[src/rtl/rzr_leg_clamp.sv]
module rzr_leg_clamp #(
  parameter int NMAX   = 8,
  parameter int ZONE_W = 4
) (
  input  logic [ZONE_W-1:0] n_req_i,
  output logic [ZONE_W-1:0] n_eff_o
);
  localparam logic [ZONE_W-1:0] TOP = ZONE_W'(NMAX);

  always_comb begin
    if (n_req_i == '0)     n_eff_o = ZONE_W'(1);
    else if (n_req_i > TOP) n_eff_o = TOP;
    else                    n_eff_o = n_req_i;
  end
endmodule

[src/rtl/rzr_zone_find.sv]
module rzr_zone_find #(
  parameter int NMAX    = 8,
  parameter int MODULUS = 4096,
  parameter int REF_W   = 16,
  parameter int ZONE_W  = 4
) (
  input  logic [REF_W-1:0]  ref_i,
  input  logic [ZONE_W-1:0] n_eff_i,
  output logic [ZONE_W-1:0] zone_o,
  output logic              sat_o,
  output logic [REF_W-1:0]  base_o
);
  // Thermometer of thresholds k*MODULUS crossed, limited to active zones.
  logic [NMAX-2:0] above;

  for (genvar k = 1; k < NMAX; k++) begin : g_thr
    localparam logic [REF_W-1:0]  TH = REF_W'(k * MODULUS);
    localparam logic [ZONE_W-1:0] KZ = ZONE_W'(k);
    assign above[k-1] = (ref_i >= TH) && (KZ < n_eff_i);
  end

  logic [31:0] span;
  logic [31:0] base_wide;

  always_comb begin
    zone_o = ZONE_W'(1);
    for (int i = 0; i < NMAX - 1; i++) begin
      if (above[i]) zone_o = zone_o + ZONE_W'(1);
    end
    span      = 32'(n_eff_i) * 32'(MODULUS);
    sat_o     = 32'(ref_i) >= span;
    base_wide = 32'(zone_o - ZONE_W'(1)) * 32'(MODULUS);
    base_o    = base_wide[REF_W-1:0];
  end
endmodule

[src/rtl/rzr_fold.sv]
module rzr_fold #(
  parameter int MODULUS = 4096,
  parameter int REF_W   = 16,
  parameter int ZONE_W  = 4,
  parameter int CNT_W   = 12
) (
  input  logic [REF_W-1:0]  ref_i,
  input  logic [REF_W-1:0]  base_i,
  input  logic              sat_i,
  input  logic [ZONE_W-1:0] zone_i,
  output logic [CNT_W-1:0]  local_o,
  output logic              invert_o,
  output logic [CNT_W-1:0]  scaled_o
);
  localparam logic [CNT_W-1:0] TOPCNT = CNT_W'(MODULUS - 1);

  logic [REF_W-1:0] diff;

  always_comb begin
    diff     = ref_i - base_i;
    local_o  = sat_i ? TOPCNT : diff[CNT_W-1:0];
    invert_o = ~zone_i[0];
    scaled_o = invert_o ? (TOPCNT - local_o) : local_o;
  end
endmodule

[src/rtl/rzr_top.sv]
module rzr_top #(
  parameter int NMAX    = 8,
  parameter int MODULUS = 4096,
  localparam int REF_W  = $clog2(NMAX * MODULUS + 1),
  localparam int ZONE_W = $clog2(NMAX + 1),
  localparam int CNT_W  = $clog2(MODULUS)
) (
  input  logic              clk,
  input  logic              rst_n,
  input  logic              strobe_i,
  input  logic [ZONE_W-1:0] n_legs_i,
  input  logic [REF_W-1:0]  ref_i,
  output logic [ZONE_W-1:0] zone_o,
  output logic              invert_o,
  output logic [CNT_W-1:0]  ref_scaled_o
);
  localparam logic [CNT_W-1:0] TOPCNT = CNT_W'(MODULUS - 1);

  // Named internal events, visible to the assertions below.
  logic [ZONE_W-1:0] n_eff_w;
  logic [ZONE_W-1:0] zone_w;
  logic              sat_w;
  logic [REF_W-1:0]  base_w;
  logic [CNT_W-1:0]  local_w;
  logic              invert_w;
  logic [CNT_W-1:0]  scaled_w;

  rzr_leg_clamp #(.NMAX(NMAX), .ZONE_W(ZONE_W)) u_clamp (
    .n_req_i (n_legs_i),
    .n_eff_o (n_eff_w)
  );

  rzr_zone_find #(.NMAX(NMAX), .MODULUS(MODULUS), .REF_W(REF_W), .ZONE_W(ZONE_W)) u_find (
    .ref_i   (ref_i),
    .n_eff_i (n_eff_w),
    .zone_o  (zone_w),
    .sat_o   (sat_w),
    .base_o  (base_w)
  );

  rzr_fold #(.MODULUS(MODULUS), .REF_W(REF_W), .ZONE_W(ZONE_W), .CNT_W(CNT_W)) u_fold (
    .ref_i    (ref_i),
    .base_i   (base_w),
    .sat_i    (sat_w),
    .zone_i   (zone_w),
    .local_o  (local_w),
    .invert_o (invert_w),
    .scaled_o (scaled_w)
  );

  // One register stage so all three results move together.
  always_ff @(posedge clk or negedge rst_n) begin
    if (!rst_n) begin
      zone_o       <= ZONE_W'(1);
      invert_o     <= 1'b0;
      ref_scaled_o <= '0;
    end else if (strobe_i) begin
      zone_o       <= zone_w;
      invert_o     <= invert_w;
      ref_scaled_o <= scaled_w;
    end
  end

  AST_HOLD_NO_STROBE: assert property (@(posedge clk) disable iff (!rst_n)
    !strobe_i |=> $stable(zone_o) && $stable(invert_o) && $stable(ref_scaled_o));

  AST_ZONE_RANGE: assert property (@(posedge clk) disable iff (!rst_n)
    zone_o >= ZONE_W'(1) && zone_o <= ZONE_W'(NMAX));

  AST_ZONE_WITHIN_LEGS: assert property (@(posedge clk) disable iff (!rst_n)
    strobe_i |=> zone_o <= $past(n_eff_w));

  AST_INV_PARITY: assert property (@(posedge clk) disable iff (!rst_n)
    invert_o == ~zone_o[0]);

  AST_ODD_PASS: assert property (@(posedge clk) disable iff (!rst_n)
    strobe_i && !sat_w && zone_w[0] |=> ref_scaled_o == $past(local_w) && !invert_o);

  AST_SAT_TOP: assert property (@(posedge clk) disable iff (!rst_n)
    strobe_i && sat_w |=> zone_o == $past(n_eff_w) &&
      ref_scaled_o == (zone_o[0] ? TOPCNT : CNT_W'(0)));
endmodule

[config.mk]
export PLATFORM = sky130hd
export DESIGN_NAME = rzr_top
export DESIGN_NICKNAME = d
export VERILOG_FILES = /design/src/rtl/rzr_leg_clamp.sv /design/src/rtl/rzr_zone_find.sv /design/src/rtl/rzr_fold.sv /design/src/rtl/rzr_top.sv
export SDC_FILE = /design/constraint.sdc
export NUM_CORES = 1
export LEC_CHECK = 0
export ABC_AREA = 1
export BUFFER_PORTS_ARGS = -buffer_cell sky130_fd_sc_hd__buf_2
export CORE_ASPECT_RATIO = 1.25
export CORE_MARGIN = 1
export CORE_UTILIZATION = 50
export CTS_BUF_LIST = sky130_fd_sc_hd__clkbuf_2 sky130_fd_sc_hd__clkbuf_4 sky130_fd_sc_hd__clkbuf_8
export DETAILED_ROUTE_END_ITERATION = 12
export PLACE_DENSITY = 0.78
export SYNTH_ARGS = -nofsm -noshare
export SYNTH_HDL_FRONTEND = slang
export SYNTH_SLANG_ARGS = --single-unit
[constraint.sdc]
create_clock -name clk -period 0.8 [get_ports clk]
set_clock_uncertainty 0.15 [all_clocks]
set_input_delay 0 -clock clk [delete_from_list [all_inputs] [get_ports clk]]
set_output_delay 0 -clock clk [all_outputs]
set_load 0.1 [all_outputs]
==> results of run 1 <==
==> per-stage QoR <==
step	TNS [ns]	hold WS, ns
3_5_place_dp	-33.12	-0.205
3_3_place_gp	-30.39	-0.209
2_1_floorplan	-23.86	-0.446
==> cells by family after synthesis <==
group                    synth area share, %
adder cells (fa/ha/maj)                 8.81
XOR/XNOR                               0.532
AO/OA/AOI/OAI                           7.44
buffers and inverters                   10.5
flip-flops                              25.9
AND/OR/NAND/NOR                         46.8
==> reports/metrics.yaml, run 1 <==
cts_setup_buffers: 10
io_pins: 40
clock-sinks: 17
dp_hpwl_mm: 4.76
place_inst: 377
async_flop_share_pct: 100
syn_inst: 242
place.gp.congestion: 0.889
yosysTopAreaCell: "dfrtp_1"
holdBufCountCts: 1
synth.top_cells.by_count: "78 x nand2_1, 28 x inv_1, 19 x nand3_1"
numCtsBuffers: 3
synth_edf_count: 0
stop_stage: "clock tree synthesis"
rows: 22
ys_seq_area_share_pct: 25.9
cts_resized: 25
root_buffer: "clkbuf_4"
die_w_microns: 53.3
yosys_warnings: 0
dieHeight_microns: 66.2
start_util_pct: 54.4
netlist_area_sq_um: 1650
htreeDepth: 1
ys.flop_type: "dfrtp_1"
synth.area.top_cells: "dfrtp_1 24%, nand2_1 18%, ha_1 7.6%, inv_1 6.4%, nand3_1 5.8%"
syn_avg_cell_area_sq_um: 6.81
ys_ff_latch: 17
syn_nets: 276
ys_types: 30
dpl_cell_area_sq_um: 2770
yosysMostFrequentCell: "nand2_1"
port_buffers: 39
synth_top_area_share_pct: 24.3
pre_cts_slack_ns: -2.29
clk_path_buf_depth: 2
status: "stopped before the end"
tool.error: "[ERROR DPL-0033] detailed placement checks failed during check placement."
==> run 2: changes to the inputs <==
--- a/config.mk
+++ b/config.mk
@@ -7,12 +7,10 @@
 export LEC_CHECK = 0
 export ABC_AREA = 1
 export BUFFER_PORTS_ARGS = -buffer_cell sky130_fd_sc_hd__buf_2
-export CORE_ASPECT_RATIO = 1.25
 export CORE_MARGIN = 1
-export CORE_UTILIZATION = 50
-export CTS_BUF_LIST = sky130_fd_sc_hd__clkbuf_2 sky130_fd_sc_hd__clkbuf_4 sky130_fd_sc_hd__clkbuf_8
+export CORE_UTILIZATION = 35
 export DETAILED_ROUTE_END_ITERATION = 12
-export PLACE_DENSITY = 0.78
+export PLACE_DENSITY_LB_ADDON = 0.15
 export SYNTH_ARGS = -nofsm -noshare
 export SYNTH_HDL_FRONTEND = slang
 export SYNTH_SLANG_ARGS = --single-unit
==> constraint.sdc (replaced) <==
create_clock -name clk -period 1 [get_ports clk]
set_clock_uncertainty 0.15 [all_clocks]
set_input_delay 0 -clock clk [delete_from_list [all_inputs] [get_ports clk]]
set_output_delay 0 -clock clk [all_outputs]
set_load 0.1 [all_outputs]
==> reports/metrics.yaml, run 2 <==
status: "finished, violations left"  # was stopped before the end
violations: "DRC, hold timing, setup timing"
die_area_sq_um: 4990
synth-compound-area-share_pct: 7.44  # unchanged
netlist_area_sq_um: 1650  # unchanged
grt_use_met2_pct: 40.6
slowest_stage: "fa_1"
path_class: "input pin to register"
synth.top_cells.by_count: "78 x nand2_1, 28 x inv_1, 19 x nand3_1"  # unchanged
pre_cts_slack_ns: -2.01  # was -2.29 ns
setup_viol: 28
die_w_microns: 70.6  # was 53.3 microns
grt_busiest_layer: "met2"
grt_antenna_before_repair: 0
start_util_pct: 37.1  # was 54.4%
power_density_nw_per_um2: 1710
port_buffers: 39  # unchanged
period_minus_slack_ns: 2.63
fin_crit_sh_pct: 263
grt_overflow: 0
worstSetupStartpointType: "input pin"
synth_xor_xnor_area_share_pct: 0.532  # unchanged
worst_slack_ns: -1.63
clock-sinks: 17  # unchanged
clk_pin_slew_ns: 0.06
maxCapViolCount: 0
p_leak_nw: 1.62
cp-end-kind: "register"
htreeDepth: 1  # unchanged
grt_max_degree: 25
cts_tree: "done"
clock_latency_ns: 0.25
synth_edf_count: 0  # unchanged
ys.flop_type: "dfrtp_1"  # unchanged
place.gp.congestion: 0.804  # was 0.889
avgViaCountPerCell: 4.86
largest_reg_flops: 12
drc: 8
synth-simple-area-share_pct: 46.8  # unchanged
largest_register: "ref_scaled_o"
worst_pin_slew_ns: 0.406
hold_slack_ns: -0.0493
syn_inst: 242  # unchanged
ant_nets: 0
root_buffer: "clkbuf_8"  # was clkbuf_4
hold_path.class: "input pin to register"
dpl_cell_area_sq_um: 2680  # was 2770 sq um
cp_max_fo: 5
fmax_mhz: 380
crit_arrival_ns: 2.62
fillCellCount: 340
use_met1_pct: 23.8
reg.largest.list: "ref_scaled_o: 12 flops, zone_o: 4 flops, invert_o: 1 flops"
synth.area.top_cells: "dfrtp_1 24%, nand2_1 18%, ha_1 7.6%, inv_1 6.4%, nand3_1 5.8%"  # unchanged
rsz0062_at_grt: "true"
final_cell_mix: "65 x buf_4, 61 x nand2_1, 23 x inv_1, 21 x buf_12, 19 x nand2_2"
dp_hpwl_mm: 3.59  # was 4.76 mm
grt_use_met3_pct: 2.14
slew_viol_final: 0
required_ns: 0.99
drive_above_1_share_pct: 55.4
ys_ff_latch: 17  # unchanged
synth-adder-area-share_pct: 8.81  # unchanged
ys_seq_area_share_pct: 25.9  # unchanged
yosysTopAreaCell: "dfrtp_1"  # unchanged
synth.area.mux_share_pct: 0  # unchanged
max_slew_margin_pct: 73.0
holdBufCountCts: 1  # unchanged
dr.first_iter.drc_count: 140
syn_avg_cell_area_sq_um: 6.81  # unchanged
clk_path_buf_depth: 2  # unchanged
layout_commonest_cell: "buf_4"
area_growth_pct: 91.5
rows: 24  # was 22
drt_wl_total_mm: 5.18
synth_top_area_share_pct: 24.3  # unchanged
synth_top_family_by_area: "simple AND/OR/NAND/NOR gates"  # unchanged
async_flop_share_pct: 100  # unchanged
yosys_warnings: 0  # unchanged
syn_nets: 276  # unchanged
routedWlPerCell_microns: 12.8
grt_pass1_wl_mm: 8.39
io_pins: 40  # unchanged
slowest_delay_ns: 0.48
fin_nets: 389
critPathLaunch: "n_legs_i[2]"
worst_r2r_startpoint: "ref_scaled_o[11]$_DFFE_PN0P_"
fin_area_sq_um: 3160
dieHeight_microns: 70.6  # was 66.2 microns
grt_pass1_vias: 1937
num_antenna_cells: 0
dr.pass1.iters: 8
hp-start: "ref_i[9]"
ys_types: 30  # unchanged
numCtsBuffers: 3  # unchanged
hold_violations: 7
yosysMostFrequentCell: "nand2_1"  # unchanged
track_usage_pct: 20.7
crit_chain: "buf_6 -> inv_4 -> nand2_8 -> o22ai_4 -> fa_1 -> inv_2 -> nand4_1 -> nand2_4 -> ha_4 -> nand2_4 -> nand2_4 -> ha_4 -> or2_4 -> nand2_2 -> inv_2 -> ha_4 -> o21ai_2 -> o21ai_1"
ir_drop_mv: 0.705
num_vias: 1972
core_sq_um: 4440
run 2: cell counts after synthesis:
No cell type changed its count.
run 2: final timing paths:
kind	to	slack, ns	cells past startpoint
worst max-delay path	zone_o[1]$_DFFE_PN0P_	-1.63	18
worst min register to register	zone_o[0]$_DFFE_PN1P_	0.35	2
min in group asynchronous	ref_scaled_o[7]$_DFFE_PN0P_	0.06	2
max in group asynchronous	zone_o[0]$_DFFE_PN1P_	0.31	2
worst min-delay path	ref_scaled_o[9]$_DFFE_PN0P_	-0.05	4
worst max register to register	ref_scaled_o[11]$_DFFE_PN0P_	-0.02	4
run 2: through the flow:
step	cells	total power [mW]	util, %	TNS, ns
after floorplan	242	3.04	-	-20.41
after global placement	384	4.28	60.3	-26.22
after detailed placement	384	4.34	60.3	-27.65
after CTS	400	5.06	65.3	-22.80
after global routing	406	5.68	71.0	-24.29
final	406	5.41	71.0	-22.42
run 2: area by class of cell:
cell class | count | area (sq um) | share of cell area (%)
timing repair buffer | 115 | 1130 | 35.8
multi-input combinational | 187 | 1320 | 41.9
inverter | 31 | 148 | 4.68
clock buffer | 4 | 45.0 | 1.43
sequential | 17 | 445 | 14.1
tap | 52 | 65.1 | 2.06
run 2: timing repair:
action | in CTS | in global routing
endpoints found under the setup margin | 29 | 34
setup buffers | 11 | 9
pin swaps | 18 | 26
endpoints found under the hold margin | 24 | 5
gates resized for setup | 13 | 51
cloned | 1 | 0
run 2: per-layer routing:
layer	vias up	wire (microns)
li1	1011	-
met1	913	2070
met2	40	2900
met3	8	131
met4	0	77
met5	-	0
run 2: logic make-up (layout without fill, tap and decap cells):
group	Yosys count	count (layout)
buf+inv	39	150
fa+ha+maj	11	11
xor+xnor	1	1
simple gates	152	153
flops	17	17
compound gates	22	22
run 2: critical path: cells and delay by family:
kind            cells  cell delay [ns]
simple gates        7             0.80
compound gates      3             0.39
fa+ha+maj           4             1.11
buf+inv             4             0.30
run 2: report_power, final:
group	internal, mW	switching (mW)
sequential	0.885	0.181
combinational	1.57	2.25
clock	0.283	0.246
No activity file was read; power rests on OpenSTA's default activity.
==> run 3: changes to the inputs <==
--- a/config.mk
+++ b/config.mk
@@ -10,6 +10,7 @@
 export CORE_MARGIN = 1
 export CORE_UTILIZATION = 35
 export DETAILED_ROUTE_END_ITERATION = 12
+export MAX_ROUTING_LAYER = met4
 export PLACE_DENSITY_LB_ADDON = 0.15
 export SYNTH_ARGS = -nofsm -noshare
 export SYNTH_HDL_FRONTEND = slang
==> reports/metrics.yaml, run 3 (synthesized netlist as in run 2, its figures left out) <==
worst_pin_slew_ns: 0.407  # was 0.406 ns
root_buffer: "clkbuf_8"  # unchanged
setup_viol: 27  # was 28
largest_reg_flops: 12  # unchanged
grt_overflow: 0  # unchanged
drive_above_1_share_pct: 55.4  # unchanged
r2r-end: "ref_scaled_o[11]$_DFFE_PN0P_"  # unchanged
violations: "DRC, hold timing, setup timing"  # unchanged
hold_path.class: "input pin to register"  # unchanged
period_minus_slack_ns: 2.63  # about the same
dr.pass1.iters: 8  # unchanged
clock-sinks: 17  # unchanged
rsz0062_at_grt: "true"  # unchanged
reg2regPathDepth: 4  # unchanged
required_ns: 0.99  # about the same
crit_end: "zone_o[1]$_DFFE_PN0P_"  # unchanged
dr.first_iter.drc_count: 137  # was 140
fmax_mhz: 380  # about the same
ant_nets: 0  # unchanged
area_growth_pct: 91.5  # unchanged
rows: 24  # unchanged
avgViaCountPerCell: 4.86  # about the same
numCtsBuffers: 3  # unchanged
ir_drop_mv: 0.705  # about the same
grt_max_degree: 25  # unchanged
track_usage_pct: 21.4  # was 20.7%
grt_pass1_vias: 1935  # was 1937
max_slew_margin_pct: 72.9  # was 73.0%
cp-end-kind: "register"  # unchanged
p_leak_nw: 1.62  # unchanged
critPathLaunch: "n_legs_i[2]"  # unchanged
largest_register: "ref_scaled_o"  # unchanged
dieHeight_microns: 70.6  # unchanged
io_pins: 40  # unchanged
worst_r2r_startpoint: "ref_scaled_o[11]$_DFFE_PN0P_"  # unchanged
num_antenna_cells: 0  # unchanged
cts_tree: "done"  # unchanged
status: "finished, violations left"  # unchanged
final_cell_mix: "65 x buf_4, 61 x nand2_1, 23 x inv_1, 21 x buf_12, 19 x nand2_2"  # unchanged
drt_wl_total_mm: 5.20  # was 5.18 mm
hold_slack_ns: -0.0489  # was -0.0493 ns
fin_nets: 389  # unchanged
cp_max_fo: 5  # unchanged
hold_violations: 7  # unchanged
slew_viol_final: 0  # unchanged
core_sq_um: 4440  # unchanged
port_buffers: 39  # unchanged
reg.largest.list: "ref_scaled_o: 12 flops, zone_o: 4 flops, invert_o: 1 flops"  # unchanged
clock_latency_ns: 0.25  # about the same
power_density_nw_per_um2: 1710  # about the same
worst_slack_ns: -1.63  # about the same
grt_pass1_wl_mm: 8.40  # was 8.39 mm
worstSetupStartpointType: "input pin"  # unchanged
htreeDepth: 1  # unchanged
clk_pin_slew_ns: 0.06  # about the same
rrSetupSlack_ns: -0.01  # was -0.02 ns
path_class: "input pin to register"  # unchanged
setup_tns_ns: -22.40  # was -22.42 ns
num_vias: 1973  # was 1972
clk_path_buf_depth: 2  # unchanged
drc: 8  # unchanged
layout_commonest_cell: "buf_4"  # unchanged
crit_arrival_ns: 2.62  # about the same
routedWlPerCell_microns: 12.8  # about the same
grt_antenna_before_repair: 0  # unchanged
start_util_pct: 37.1  # unchanged
holdBufCountCts: 1  # unchanged
die_area_sq_um: 4990  # unchanged
die_w_microns: 70.6  # unchanged
place.gp.congestion: 0.816  # was 0.804
maxCapViolCount: 0  # unchanged
fin_crit_sh_pct: 263  # about the same
dp_hpwl_mm: 3.59  # unchanged
run 3: cell type report:
class	instances	area [sq um]
sequential	17	445
tap	52	65.1
fill	340	1290
clock buffer	4	45.0
timing repair buffer	115	1130
multi-input combinational	187	1320
inverter	31	148
run 3: worst min path at each step:
| stage | slack, ns | cells after the start | to | startpoint |
|---|---|---|---|---|
| floorplan | -0.45 | 0 | invert_o$_DFFE_PN0P_ | rst_n |
| global placement | -0.20 | 1 | zone_o[2]$_DFFE_PN0P_ | rst_n |
| detailed placement | -0.19 | 1 | zone_o[2]$_DFFE_PN0P_ | rst_n |
| CTS | -0.07 | 4 | ref_scaled_o[6]$_DFFE_PN0P_ | ref_i[6] |
| global route | -0.04 | 4 | ref_scaled_o[9]$_DFFE_PN0P_ | ref_i[9] |
| finish | -0.05 | 4 | ref_scaled_o[9]$_DFFE_PN0P_ | ref_i[9] |
run 3: what timing repair did:
action	4_1_cts	5_1_grt
endpoints found under the hold margin	24	5
setup endpoints to repair	29	34
pin swaps	18	26
cloned	1	0
setup buffers	11	9
gates resized for setup	13	51
run 3: per-stage QoR:
step                worst slack (ns)  cell area [sq um]  util [%]  power [mW]  std cells
floorplan                      -1.81               1770         -        3.04        242
global placement               -1.92               2680      60.3        4.28        384
detailed placement             -2.01               2680      60.3        4.34        384
CTS                            -1.60               2900      65.3        5.06        400
global route                   -1.72               3160      71.0        5.68        406
finish                         -1.63               3160      71.0        5.41        406
run 3: power by group:
part           leakage (nW)  total (mW)  switching, mW  internal [mW]
Combinational          1.41        3.82           2.25           1.57
Sequential            0.189        1.07          0.181          0.885
Clock                0.0228       0.528          0.245          0.283
Total                  1.62        5.41           2.67           2.74
run 3: critical path, stage by stage:
cell and delay [ns]:
buf_6 0.10, inv_4 0.07, nand2_8 0.07, o22ai_4 0.18, fa_1 0.48, inv_2 0.08, nand4_1 0.16, nand2_4 0.13
ha_4 0.21, nand2_4 0.08, nand2_4 0.06, ha_4 0.21, or2_4 0.22, nand2_2 0.08, inv_2 0.05, ha_4 0.21
o21ai_2 0.14, o21ai_1 0.07
run 3: metal layers:
layer | part of all wire (%) | up-vias | track usage, %
met5 | 0 | - | -
met4 | 1.5 | 0 | 5.78
met3 | 2.6 | 8 | 2.14
met2 | 56 | 40 | 40.6
met1 | 40 | 917 | 23.9
li1 | - | 1008 | -
==> run 4: changes to the inputs <==
--- a/config.mk
+++ b/config.mk
@@ -5,7 +5,6 @@
 export SDC_FILE = /design/constraint.sdc
 export NUM_CORES = 1
 export LEC_CHECK = 0
-export ABC_AREA = 1
 export BUFFER_PORTS_ARGS = -buffer_cell sky130_fd_sc_hd__buf_2
 export CORE_MARGIN = 1
 export CORE_UTILIZATION = 35
==> reports/metrics.yaml, run 4 <==
status: "finished, violations left"  # unchanged
violations: "setup timing"  # was DRC, hold timing, setup timing
cts_tree: "done"  # unchanged
num_vias: 1774  # was 1973
avgViaCountPerCell: 5.25  # was 4.86
yosysTopAreaCell: "dfrtp_1"  # unchanged
die_w_microns: 66.3  # was 70.6 microns
cp-end-kind: "register"  # unchanged
track_usage_pct: 24.6  # was 21.4%
grt_max_degree: 18  # was 25
power_frac_seq_pct: 15.0  # was 19.7%
rsz0062_at_grt: "true"  # unchanged
syn_inst: 152  # was 242
die_area_sq_um: 4390  # was 4990 sq um
reg2regPathDepth: 3  # was 4
fin_crit_sh_pct: 271  # was 263%
port_buffers: 39  # unchanged
hold_path.class: "input pin to register"  # unchanged
yosysMostFrequentCell: "nand2_1"  # unchanged
place_inst: 299  # was 384
cp_max_fo: 3  # was 5
slowest_delay_ns: 0.47  # was 0.48 ns
syn_nets: 186  # was 276
hold-path-cell-count: 4  # unchanged
worst_pin_slew_ns: 0.443  # was 0.407 ns
min_to: "ref_scaled_o[8]$_DFFE_PN0P_"  # was ref_scaled_o[9]$_DFFE_PN0P_
num_antenna_cells: 0  # unchanged
power_frac_clock_pct: 6.3  # was 9.8%
hp-start: "ref_i[8]"  # was ref_i[9]
synth_top_area_share_pct: 27.7  # was 24.3%
fin_area_sq_um: 3090  # was 3160 sq um
ant_nets: 0  # unchanged
drive_above_1_share_pct: 66.7  # was 55.4%
utilization_pct: 77.8  # was 71.0%
grt_overflow: 0  # unchanged
internal-power_mw: 4.35  # was 2.74 mW
fmax_mhz: 369  # was 380 MHz
dr.pass1.iters: 4  # was 8
path_class: "input pin to register"  # unchanged
power_frac_comb_pct: 78.7  # was 70.5%
yosys_warnings: 0  # unchanged
clk_pin_slew_ns: 0.07  # was 0.06 ns
dieHeight_microns: 66.3  # was 70.6 microns
crit_family: "adder cells"  # unchanged
synth.area.top_cells: "dfrtp_1 28%, ha_1 8.7%, o211ai_2 8.7%, a2bb2oi_1 7.3%, nand2_1 5.7%"  # was dfrtp_1 24%, nand2_1 18%, ha_1 7.6%, inv_1 6.4%, nand3_1 5.8%
fin_nets: 323  # was 389
clk_path_buf_depth: 2  # unchanged
grt_antenna_before_repair: 0  # unchanged
netlist_area_sq_um: 1450  # was 1650 sq um
p_leak_nw: 1.43  # was 1.62 nW
ys_seq_area_share_pct: 29.5  # was 25.9%
crit_chain: "buf_8 -> or2_4 -> nor2_4 -> a21oi_2 -> inv_2 -> fa_2 -> xnor2_4 -> ha_4 -> nor2b_4 -> nor2_2 -> ha_1 -> nand2_2 -> o31ai_4 -> ha_4 -> nand2_2 -> xnor2_1 -> mux2_2"  # was buf_6 -> inv_4 -> nand2_8 -> o22ai_4 -> fa_1 -> inv_2 -> nand4_1 -> nand2_4 -> ha_4 -> nand2_4 -> nand2_4 -> ha_4 -> or2_4 -> nand2_2 -> inv_2 -> ha_4 -> o21ai_2 -> o21ai_1
dp_hpwl_mm: 3.38  # was 3.59 mm
crit_buf_inv: 2  # was 4
crit_arrival_ns: 2.70  # was 2.62 ns
numCtsBuffers: 3  # unchanged
root_buffer: "clkbuf_8"  # unchanged
maxCapViolCount: 0  # unchanged
routedWlPerCell_microns: 16.2  # was 12.8 microns
ys_ff_latch: 17  # unchanged
ys.flop_type: "dfrtp_1"  # unchanged
swShare_pct: 48.0  # was 49.4%
worst_r2r_startpoint: "ref_scaled_o[2]$_DFFE_PN0P_"  # was ref_scaled_o[11]$_DFFE_PN0P_
dpl_cell_area_sq_um: 2480  # was 2680 sq um
synth_edf_count: 0  # unchanged
place.gp.congestion: 0.818  # was 0.816
required_ns: 0.99  # about the same
synth.top_cells.by_count: "22 x nand2_1, 16 x dfrtp_1, 12 x a2bb2oi_1"  # was 78 x nand2_1, 28 x inv_1, 19 x nand3_1
setup_viol: 32  # was 27
grt_pass1_wl_mm: 7.98  # was 8.40 mm
layout_commonest_cell: "buf_4"  # unchanged
htreeDepth: 1  # unchanged
reg.largest.list: "ref_scaled_o: 12 flops, zone_o: 4 flops, invert_o: 1 flops"  # unchanged
io_pins: 40  # unchanged
core_sq_um: 3970  # was 4440 sq um
slew_viol_final: 0  # unchanged
start_util_pct: 36.4  # was 37.1%
hold_violations: 0  # was 7
r2r-end: "ref_scaled_o[2]$_DFFE_PN0P_"  # was ref_scaled_o[11]$_DFFE_PN0P_
worstSetupStartpointType: "input pin"  # unchanged
largest_reg_flops: 12  # unchanged
rrSetupSlack_ns: -0.13  # was -0.01 ns
async_flop_share_pct: 100  # unchanged
max_slew_margin_pct: 70.3  # was 72.9%
drt_wl_total_mm: 5.48  # was 5.20 mm
rows: 23  # was 24
setup_tns_ns: -27.30  # was -22.40 ns
ys_types: 47  # was 30
area_growth_pct: 114  # was 91.5%
power_density_nw_per_um2: 2710  # was 1710 nW/um^2
grt_pass1_vias: 1795  # was 1935
period_minus_slack_ns: 2.71  # was 2.63 ns
power.switching_mw: 4.02  # was 2.67 mW
clock-sinks: 17  # unchanged
final_cells: 338  # was 406
syn_avg_cell_area_sq_um: 9.52  # was 6.81 sq um
worst_slack_ns: -1.71  # was -1.63 ns
dr.first_iter.drc_count: 43  # was 137
clock_latency_ns: 0.25  # about the same
largest_register: "ref_scaled_o"  # unchanged
drc: 0  # was 8
ir_drop_mv: 2.07  # was 0.705 mV
slowest_stage: "fa_2"  # was fa_1
final_cell_mix: "65 x buf_4, 20 x nand2_1, 20 x buf_2, 18 x buf_6, 17 x buf_12"  # was 65 x buf_4, 61 x nand2_1, 23 x inv_1, 21 x buf_12, 19 x nand2_2
[run 4: changes by cell type in the layout (fill, tap and decap cells not counted), moves of 6 or more]
| cell | change |
|---|---|
| nand2_1 | -41 |
| inv_1 | -17 |
| nand2_2 | -17 |
| dlygate4sd3_1 | +14 |
| nand2_4 | -13 |
| nand3_1 | -13 |
| o21ai_0 | -11 |
| a2bb2oi_2 | +10 |
| o211ai_2 | +10 |
| nand3b_1 | -9 |
| buf_6 | +8 |
| nand4_1 | -6 |
[run 4: per-layer routing]
| layer | track usage (%) | part of all wire [%] | vias to the layer above |
|---|---|---|---|
| li1 | - | - | 837 |
| met1 | 29.4 | 40 | 877 |
| met2 | 42.5 | 55 | 48 |
| met3 | 4.31 | 3.1 | 12 |
| met4 | 6.65 | 2.4 | 0 |
| met5 | - | 0 | - |
[run 4: what timing repair did]
item	CTS	global route
endpoints found under the hold margin	30	0
setup buffers	12	7
pin swaps	10	13
endpoints found under the setup margin	33	34
hold buffers	15	0
gates cloned	1	0
resized for setup	34	15
[run 4: cells by family after synthesis]
group	count (synthesis)	synth area share, %
and+or+nand+nor	55	19.5
adders and majority gates	11	10.0
buffers and inverters	13	4.07
AOI/OAI and AO/OA	45	27.0
xor gates and xnor gates	7	6.66
DFF	17	29.5
muxes	4	3.29
[run 4: worst max-delay path by stage]
stage,to,depth (start not counted),from
final,zone_o[2]$_DFFE_PN0P_,17,n_legs_i[3]
after global routing,zone_o[2]$_DFFE_PN0P_,17,n_legs_i[3]
after CTS,zone_o[2]$_DFFE_PN0P_,17,n_legs_i[3]
after detailed placement,zone_o[2]$_DFFE_PN0P_,16,ref_i[14]
after global placement,zone_o[2]$_DFFE_PN0P_,16,ref_i[14]
after floorplan,zone_o[2]$_DFFE_PN0P_,16,n_legs_i[3]
[run 4: layout make-up]
cell class | count | area (sq um)
Timing Repair Buffer | 137 | 1310
Multi-Input combinational cell | 123 | 1200
Sequential cell | 17 | 445
Tap cell | 50 | 62.6
Fill cell | 231 | 881
Inverter | 7 | 26.3
Clock buffer | 4 | 45.0
[run 4: power by group through the flow]
stage,Clock [mW],Combinational [mW],Sequential [mW]
after global routing,0.561,6.83,1.29
after global placement,0,5.35,1.19
after CTS,0.529,6.13,1.25
final,0.530,6.59,1.25
after floorplan,0,1.13,3.22
after detailed placement,0,5.43,1.21
[run 4: tightest hold or removal path, stage by stage]
cell,delay [ns]
buf_2,0.11
nand2_1,0.06
a2bb2oi_2,0.16
o211ai_2,0.06
[run 4: through the flow]
step	power [mW]	hold slack (ns)	worst slack, ns
after floorplan	4.34	-0.446	-1.86
after global routing	8.68	0.0264	-1.86
after detailed placement	6.64	-0.198	-2.10
after CTS	7.91	0.00431	-1.68
after global placement	6.54	-0.208	-1.99
final	8.37	0.0203	-1.71
